`src/rtl/spi_stat_pkg.sv`:
```
package spi_stat_pkg;
  localparam int STAT_W = 8;
  localparam int THR_W  = 6;

  // status bit positions (order is software visible)
  localparam int B_TXE  = 0;
  localparam int B_TDR  = 1;
  localparam int B_TXF  = 2;
  localparam int B_RXR  = 3;
  localparam int B_RDR  = 4;
  localparam int B_RXF  = 5;
  localparam int B_OVF  = 6;
  localparam int B_DONE = 7;

  // dma control field positions
  localparam int D_TXTHR_LO = 0;
  localparam int D_TXEN     = 7;
  localparam int D_RXTHR_LO = 16;
  localparam int D_RXEN     = 23;
  localparam int D_TAILEN   = 31;
  localparam logic [31:0] DMA_MASK = 32'hBFBF_00BF;

  typedef enum logic [1:0] {
    SEL_IEN  = 2'd0,
    SEL_DMA  = 2'd1,
    SEL_STAT = 2'd2,
    SEL_NONE = 2'd3
  } wr_sel_e;
endpackage

```
`src/rtl/spi_stat_cfg.sv`:
```
module spi_stat_cfg
  import spi_stat_pkg::*;
(
  input  logic              clk_i,
  input  logic              rst_ni,
  input  logic              wr_en_i,
  input  logic [1:0]        wr_sel_i,
  input  logic [31:0]       wr_data_i,
  output logic [STAT_W-1:0] ien_o,
  output logic [31:0]       dma_o
);
  logic [STAT_W-1:0] ien_q;
  logic [31:0]       dma_q;

  always_ff @(posedge clk_i or negedge rst_ni) begin
    if (!rst_ni) begin
      ien_q <= '0;
      dma_q <= '0;
    end else if (wr_en_i) begin
      if (wr_sel_i == SEL_IEN) ien_q <= wr_data_i[STAT_W-1:0];
      if (wr_sel_i == SEL_DMA) dma_q <= wr_data_i & DMA_MASK;
    end
  end

  assign ien_o = ien_q;
  assign dma_o = dma_q;

  AST_DMA_RESERVED_ZERO: assert property (@(posedge clk_i) disable iff (!rst_ni)
    (dma_o & ~DMA_MASK) == '0);
  AST_CFG_HOLD: assert property (@(posedge clk_i) disable iff (!rst_ni)
    !wr_en_i |=> $stable(dma_o) && $stable(ien_o));
endmodule

```
`src/rtl/spi_stat_sticky.sv`:
```
module spi_stat_sticky (
  input  logic clk_i,
  input  logic rst_ni,
  input  logic evt_i,
  input  logic clr_i,
  output logic q_o
);
  logic q;

  always_ff @(posedge clk_i or negedge rst_ni) begin
    if (!rst_ni)    q <= 1'b0;
    else if (evt_i) q <= 1'b1;  // event beats clear
    else if (clr_i) q <= 1'b0;
  end

  assign q_o = q;

  AST_STICKY_SET: assert property (@(posedge clk_i) disable iff (!rst_ni)
    evt_i |=> q_o);
  AST_STICKY_CLR: assert property (@(posedge clk_i) disable iff (!rst_ni)
    clr_i && !evt_i |=> !q_o);
  AST_STICKY_HOLD: assert property (@(posedge clk_i) disable iff (!rst_ni)
    q_o && !clr_i |=> q_o);
endmodule

```
`src/rtl/spi_stat_tail.sv`:
```
module spi_stat_tail #(
  parameter int CNT_W    = 7,
  parameter int THR_W    = 6,
  parameter int IDLE_CYC = 8
) (
  input  logic             clk_i,
  input  logic             rst_ni,
  input  logic             done_i,
  input  logic             act_i,
  input  logic             tail_en_i,
  input  logic [CNT_W-1:0] rx_cnt_i,
  input  logic [THR_W-1:0] rx_thr_i,
  output logic             tail_o
);
  localparam int IDLE_W = $clog2(IDLE_CYC + 1);
  localparam logic [IDLE_W-1:0] IDLE_MAX = IDLE_W'(IDLE_CYC);

  logic              armed_q;
  logic [IDLE_W-1:0] idle_q;
  logic              below_thr;

  always_ff @(posedge clk_i or negedge rst_ni) begin
    if (!rst_ni) begin
      armed_q <= 1'b0;
      idle_q  <= '0;
    end else if (done_i) begin
      armed_q <= 1'b1;
      idle_q  <= '0;
    end else if (act_i) begin
      armed_q <= 1'b0;
      idle_q  <= '0;
    end else if (armed_q && idle_q != IDLE_MAX) begin
      idle_q <= idle_q + 1'b1;
    end
  end

  assign below_thr = (rx_cnt_i != '0) && (rx_cnt_i <= CNT_W'(rx_thr_i));
  assign tail_o    = tail_en_i && armed_q && (idle_q == IDLE_MAX) && below_thr;

  AST_TAIL_QUIET: assert property (@(posedge clk_i) disable iff (!rst_ni)
    tail_o |-> !$past(act_i) && !$past(done_i));
  AST_TAIL_KILL: assert property (@(posedge clk_i) disable iff (!rst_ni)
    act_i && !done_i |=> !tail_o);
endmodule

```
`src/rtl/spi_fifo_stat_unit.sv`:
```
module spi_fifo_stat_unit
  import spi_stat_pkg::*;
#(
  parameter int FIFO_DEPTH = 64,
  parameter int IDLE_CYC   = 8,
  parameter int CNT_W      = $clog2(FIFO_DEPTH + 1)
) (
  input  logic             clk_i,
  input  logic             rst_ni,
  input  logic [CNT_W-1:0] tx_cnt_i,
  input  logic [CNT_W-1:0] rx_cnt_i,
  input  logic             tx_push_i,
  input  logic             tx_pop_i,
  input  logic             rx_push_i,
  input  logic             ovf_evt_i,
  input  logic             done_evt_i,
  input  logic             wr_en_i,
  input  logic [1:0]       wr_sel_i,
  input  logic [31:0]      wr_data_i,
  output logic [7:0]       status_o,
  output logic [7:0]       int_en_o,
  output logic [31:0]      dma_ctrl_o,
  output logic [31:0]      cnt_word_o,
  output logic             irq_o,
  output logic             tx_dma_req_o,
  output logic             rx_dma_req_o
);
  localparam logic [CNT_W-1:0] FULL_CNT = CNT_W'(FIFO_DEPTH);
  localparam int N_STICKY = 2;

  logic [STAT_W-1:0] ien;
  logic [31:0]       dma;
  logic [THR_W-1:0]  tx_thr, rx_thr;
  logic              tail;
  logic [N_STICKY-1:0] sticky_evt, sticky_clr, sticky_q;
  logic [STAT_W-1:0] stat;
  logic              stat_wr;

  spi_stat_cfg u_cfg (
    .clk_i, .rst_ni, .wr_en_i, .wr_sel_i, .wr_data_i,
    .ien_o (ien),
    .dma_o (dma)
  );

  assign tx_thr = dma[D_TXTHR_LO +: THR_W];
  assign rx_thr = dma[D_RXTHR_LO +: THR_W];

  spi_stat_tail #(.CNT_W(CNT_W), .THR_W(THR_W), .IDLE_CYC(IDLE_CYC)) u_tail (
    .clk_i, .rst_ni,
    .done_i    (done_evt_i),
    .act_i     (tx_push_i | tx_pop_i | rx_push_i),
    .tail_en_i (dma[D_TAILEN]),
    .rx_cnt_i  (rx_cnt_i),
    .rx_thr_i  (rx_thr),
    .tail_o    (tail)
  );

  assign stat_wr    = wr_en_i && (wr_sel_i == SEL_STAT);
  assign sticky_evt = {done_evt_i, ovf_evt_i};
  assign sticky_clr = {stat_wr && wr_data_i[B_DONE], stat_wr && wr_data_i[B_OVF]};

  for (genvar g = 0; g < N_STICKY; g++) begin : g_sticky
    spi_stat_sticky u_bit (
      .clk_i, .rst_ni,
      .evt_i (sticky_evt[g]),
      .clr_i (sticky_clr[g]),
      .q_o   (sticky_q[g])
    );
  end

  always_comb begin
    stat         = '0;
    stat[B_TXE]  = (tx_cnt_i == '0);
    stat[B_TDR]  = (tx_cnt_i <= CNT_W'(tx_thr));
    stat[B_TXF]  = (tx_cnt_i == FULL_CNT);
    stat[B_RXR]  = (rx_cnt_i != '0);
    stat[B_RDR]  = (rx_cnt_i > CNT_W'(rx_thr)) || tail;
    stat[B_RXF]  = (rx_cnt_i == FULL_CNT);
    stat[B_OVF]  = sticky_q[0];
    stat[B_DONE] = sticky_q[1];
  end

  assign status_o     = stat;
  assign int_en_o     = ien;
  assign dma_ctrl_o   = dma;
  assign irq_o        = |(stat & ien);
  assign tx_dma_req_o = stat[B_TDR] & dma[D_TXEN];
  assign rx_dma_req_o = stat[B_RDR] & dma[D_RXEN];

  always_comb begin
    cnt_word_o            = '0;
    cnt_word_o[0 +: CNT_W] = tx_cnt_i;
    cnt_word_o[8 +: CNT_W] = rx_cnt_i;
  end

  AST_TX_EMPTY_NOT_FULL: assert property (@(posedge clk_i) disable iff (!rst_ni)
    !(status_o[B_TXE] && status_o[B_TXF]));
  AST_IRQ_OVF: assert property (@(posedge clk_i) disable iff (!rst_ni)
    sticky_q[0] && int_en_o[B_OVF] |-> irq_o);
  AST_RXDMA_GATED: assert property (@(posedge clk_i) disable iff (!rst_ni)
    rx_dma_req_o |-> dma_ctrl_o[D_RXEN] && status_o[B_RDR]);
  AST_TXDMA_GATED: assert property (@(posedge clk_i) disable iff (!rst_ni)
    tx_dma_req_o |-> dma_ctrl_o[D_TXEN]);
endmodule

```
`config.mk`:
```
export PLATFORM = sky130hd
export DESIGN_NAME = spi_fifo_stat_unit
export DESIGN_NICKNAME = d
export VERILOG_FILES = /design/src/rtl/spi_stat_pkg.sv /design/src/rtl/spi_stat_cfg.sv /design/src/rtl/spi_stat_sticky.sv /design/src/rtl/spi_stat_tail.sv /design/src/rtl/spi_fifo_stat_unit.sv
export SDC_FILE = /design/constraint.sdc
export NUM_CORES = 1
export LEC_CHECK = 0
export BUFFER_PORTS_ARGS = -buffer_cell sky130_fd_sc_hd__buf_2
export CELL_PAD_IN_SITES_DETAIL_PLACEMENT = 0
export CELL_PAD_IN_SITES_GLOBAL_PLACEMENT = 1
export CORE_ASPECT_RATIO = 1.75
export CORE_UTILIZATION = 31
export DETAILED_ROUTE_END_ITERATION = 16
export PLACE_DENSITY_LB_ADDON = 0.1
export SYNTH_ARGS = -nofsm -noshare
export SYNTH_HDL_FRONTEND = slang
export SYNTH_SLANG_ARGS = --single-unit
```
`constraint.sdc`:
```
create_clock -name clk_i -period 2.15 [get_ports clk_i]
set_input_delay 0.3225 -clock clk_i [delete_from_list [all_inputs] [get_ports clk_i]]
set_output_delay 0.3225 -clock clk_i [all_outputs]
set_load 0.01 [all_outputs]
```
==> results by group <==
GRT
  – Vias in the first global route: 1,668
  – Overall routing resource usage: 14.2%
  – Global-route wire length before repair: 7880 µm
  – Met3 Use GR: 2.89%
  – Initial antenna violation count: 0
  – Grt total ovfl: 0
  – GR Util met2: 26.5%
  – GRT busiest layer: met2
  – Largest net degree at the start of global routing: 37
  – GR Util met1: 14.5%

Die
  – Core area: 6910 µm²
  – Die Ht: 114 µm
  – Rows: 40
  – Ports: 139
  – Starting density of the core: 32.3%
  – Chip width: 66.1 µm
  – Die ar.: 7550 µm²

Synthesis
  – Most frequent cell after synthesis: buf_4
  – FF+latch count, synth: 36
  – Dominant cells by area after synthesis: dfrtp_1, buf_4, mux2_2
  – Primary FF master, synth: dfrtp_1
  – Post-synth EDFFs: 0
  – Count of yosys warnings during synthesis: 0
  – Async SR Flop Fraction: 100%
  – Commonest cells post-synth: buf_4, dfrtp_1, mux2_2, inv_1, ha_1
  – Synth area leader: dfrtp_1
  – Top cell type's share of synthesized area: 40.4%
  – Cell variety after synth: 40
  – Seq/Total Area, Yosys: 40.4%
  – Synth Area per Inst: 10.8 µm²
  – Post-synthesis cell count: 206
  – Mapped Area: 2230 µm²

Setup path
  – Startpoint Class: flop
  – Worst Path Required: 1.83 ns
  – Kind of critical path: reg -> out
  – Worst flop-to-flop path startpoint: u_tail.idle_q[0]
  – Worst Setup End Kind: output pin
  – CP max FO: 3
  – Worst R2R Setup Slack: 0.84 ns
  – R2r endpoint: u_tail.idle_q[2]
  – CP arrival: 2.06 ns
  – R2R cell count: 7

Routing
  – Final ANT Viol Nets: 0
  – Vias per inst: 4.41
  – Vias: 1,727
  – Drc violations: 0
  – DR WL/cell: 12.8 µm
  – Final WL: 5030 µm
  – DRT iter0 DRCs: 43
  – Drt pass-1 iters: 4

Finish
  – Register area: 901 µm²
  – Diodes inserted: 0
  – Finished Cell Area: 2890 µm²
  – Layout cells sized above 1: 52.6%
  – Area occupied by multi-input gates: 1070 µm²
  – Layout area overhead: 29.4%
  – Layout net count: 378
  – Fillers: 737

Timing
  – Fin. Hold Viols: 0
  – Final setup margin: -0.231 ns
  – Slew margin rel.: 46.0%
  – Final setup violation count: 3
  – Fin crit share: 111%
  – RSZ-0062 raised after global routing: true
  – Max-slew violations: 0
  – Period minus WS final: 2.38 ns
  – Clock Skew: 0.00107 ns
  – WHS: 0.139 ns
  – Slew @ Worst Pin: 0.811 ns
  – Peak Freq: 420 MHz

Clock network
  – CTS tree: done
  – Reg clk slew, reported paths: 0.05 ns
  – # clock sinks: 36
  – Worst-Skew Late Latency: 0.27 ns
  – Total CTS buffers: 5
  – Clock Path Buffers: 2
  – Hold-fix buffers, CTS: 0
  – Root buf cell: clkbuf_16
  – H-tree depth: 2

Placed design
  – Number of port buffers: 99
  – DP Wirelength: 4170 µm
  – Placement Cell Area: 2690 µm²
  – Gpl congestion: 0.715

Run status
  – Failing checks: negative setup slack
  – Status: finished, violations left

Power
  – Static leakage: 1.50 nW
  – Worst ir drop on vdd: 298 µV
  – Cell area power density: 751 nW/µm²

Flow run
  – MaxCap Viol Count: 0

Hold path
  – Worst hold path class: in -> async
==> cell type report <==
type                       instances  share of cell area [%]
sequential                        36                    31.2
timing repair buffer             115                    21.3
tap                               84                    3.64
clock buffer                       6                    4.46
clock inverter                     1                   0.173
inverter                          16                    2.08
multi-input combinational        134                    37.1
==> layout by cell type (no fill, tap or decap), drive strengths merged, types with 4 or more instances in the layout <==
master  count
inv        16
clkbuf      6
ha         14
dfrtp      36
nand2       9
and3        4
nor2        7
mux2       29
buf       115
conb       29
==> flip-flops by register name, summed over array words and instances, names as in the netlist <==
register            flops
u_cfg.dma_o            21
u_cfg.ien_o             8
u_tail.idle_q           4
g_sticky.u_bit.q_o      2
u_tail.armed_q          1
==> worst max-delay path, cell delays in order (launching register included) <==
cell     delay (ns)
dfrtp_1        0.37
inv_2          0.05
ha_4           0.26
and4b_1        0.23
a22oi_1        0.10
a311o_1        0.32
a221o_1        0.32
buf_2          0.14
==> what timing repair did <==
| action | in CTS | in global routing |
|---|---|---|
| gates resized for setup | 6 | 4 |
| pin swaps | 6 | 5 |
| gates cloned | 0 | 0 |
| setup buffers | 1 | 1 |
| setup endpoints to repair | 4 | 4 |
==> worst max path at each step <==
| stage | startpoint | end | cells after the start |
|---|---|---|---|
| final | u_cfg.dma_o[21] | irq_o | 7 |
| after global routing | u_cfg.dma_o[21] | irq_o | 7 |
| after CTS | u_cfg.dma_o[21] | irq_o | 7 |
| after detailed placement | rx_cnt_i[5] | irq_o | 7 |
| after global placement | rx_cnt_i[5] | irq_o | 7 |
| after floorplan | u_cfg.dma_o[21] | irq_o | 6 |
==> through the flow <==
step                setup TNS, ns  total power, mW  worst slack [ns]  cells  utilization (%)
floorplan                       0             1.25            0.0650    234                -
global placement          -0.0853             1.47           -0.0853    383             38.9
detailed placement        -0.0797             1.48           -0.0797    383             38.9
CTS                        -0.440             2.19            -0.300    391             41.3
global route               -0.807             2.31            -0.322    392             41.8
finish                     -0.487             2.17            -0.231    392             41.8
==> power by group <==
| part | total [mW] | switching, mW | internal (mW) |
|---|---|---|---|
| Combinational | 0.639 | 0.316 | 0.323 |
| Sequential | 0.859 | 0.0731 | 0.786 |
| Clock | 0.670 | 0.249 | 0.420 |
| Total | 2.17 | 0.639 | 1.53 |
==> cells by family (layout without fill, tap and decap cells) <==
kind of cell,count (synthesis),in the layout,share of synthesized area [%]
XOR/XNOR,3,3,1.18
adder cells (fa/ha/maj),14,14,7.85
AO/OA/AOI/OAI,20,20,6.45
AND/OR/NAND/NOR,38,38,10.4
buffers and inverters,64,138,18.5
multiplexers,30,30,15.1
flip-flops,36,36,40.4
other,1,29,0.168
==> metal layers <==
layer / part of all wire (%) / wire length [µm] / vias up
met5: 0 / 0 / -
met4: 1.6 / 81 / 0
met3: 5.7 / 289 / 7
met2: 58 / 2920 / 69
met1: 35 / 1740 / 818
li1: - / - / 833
(Power assumes the default switching activity.)
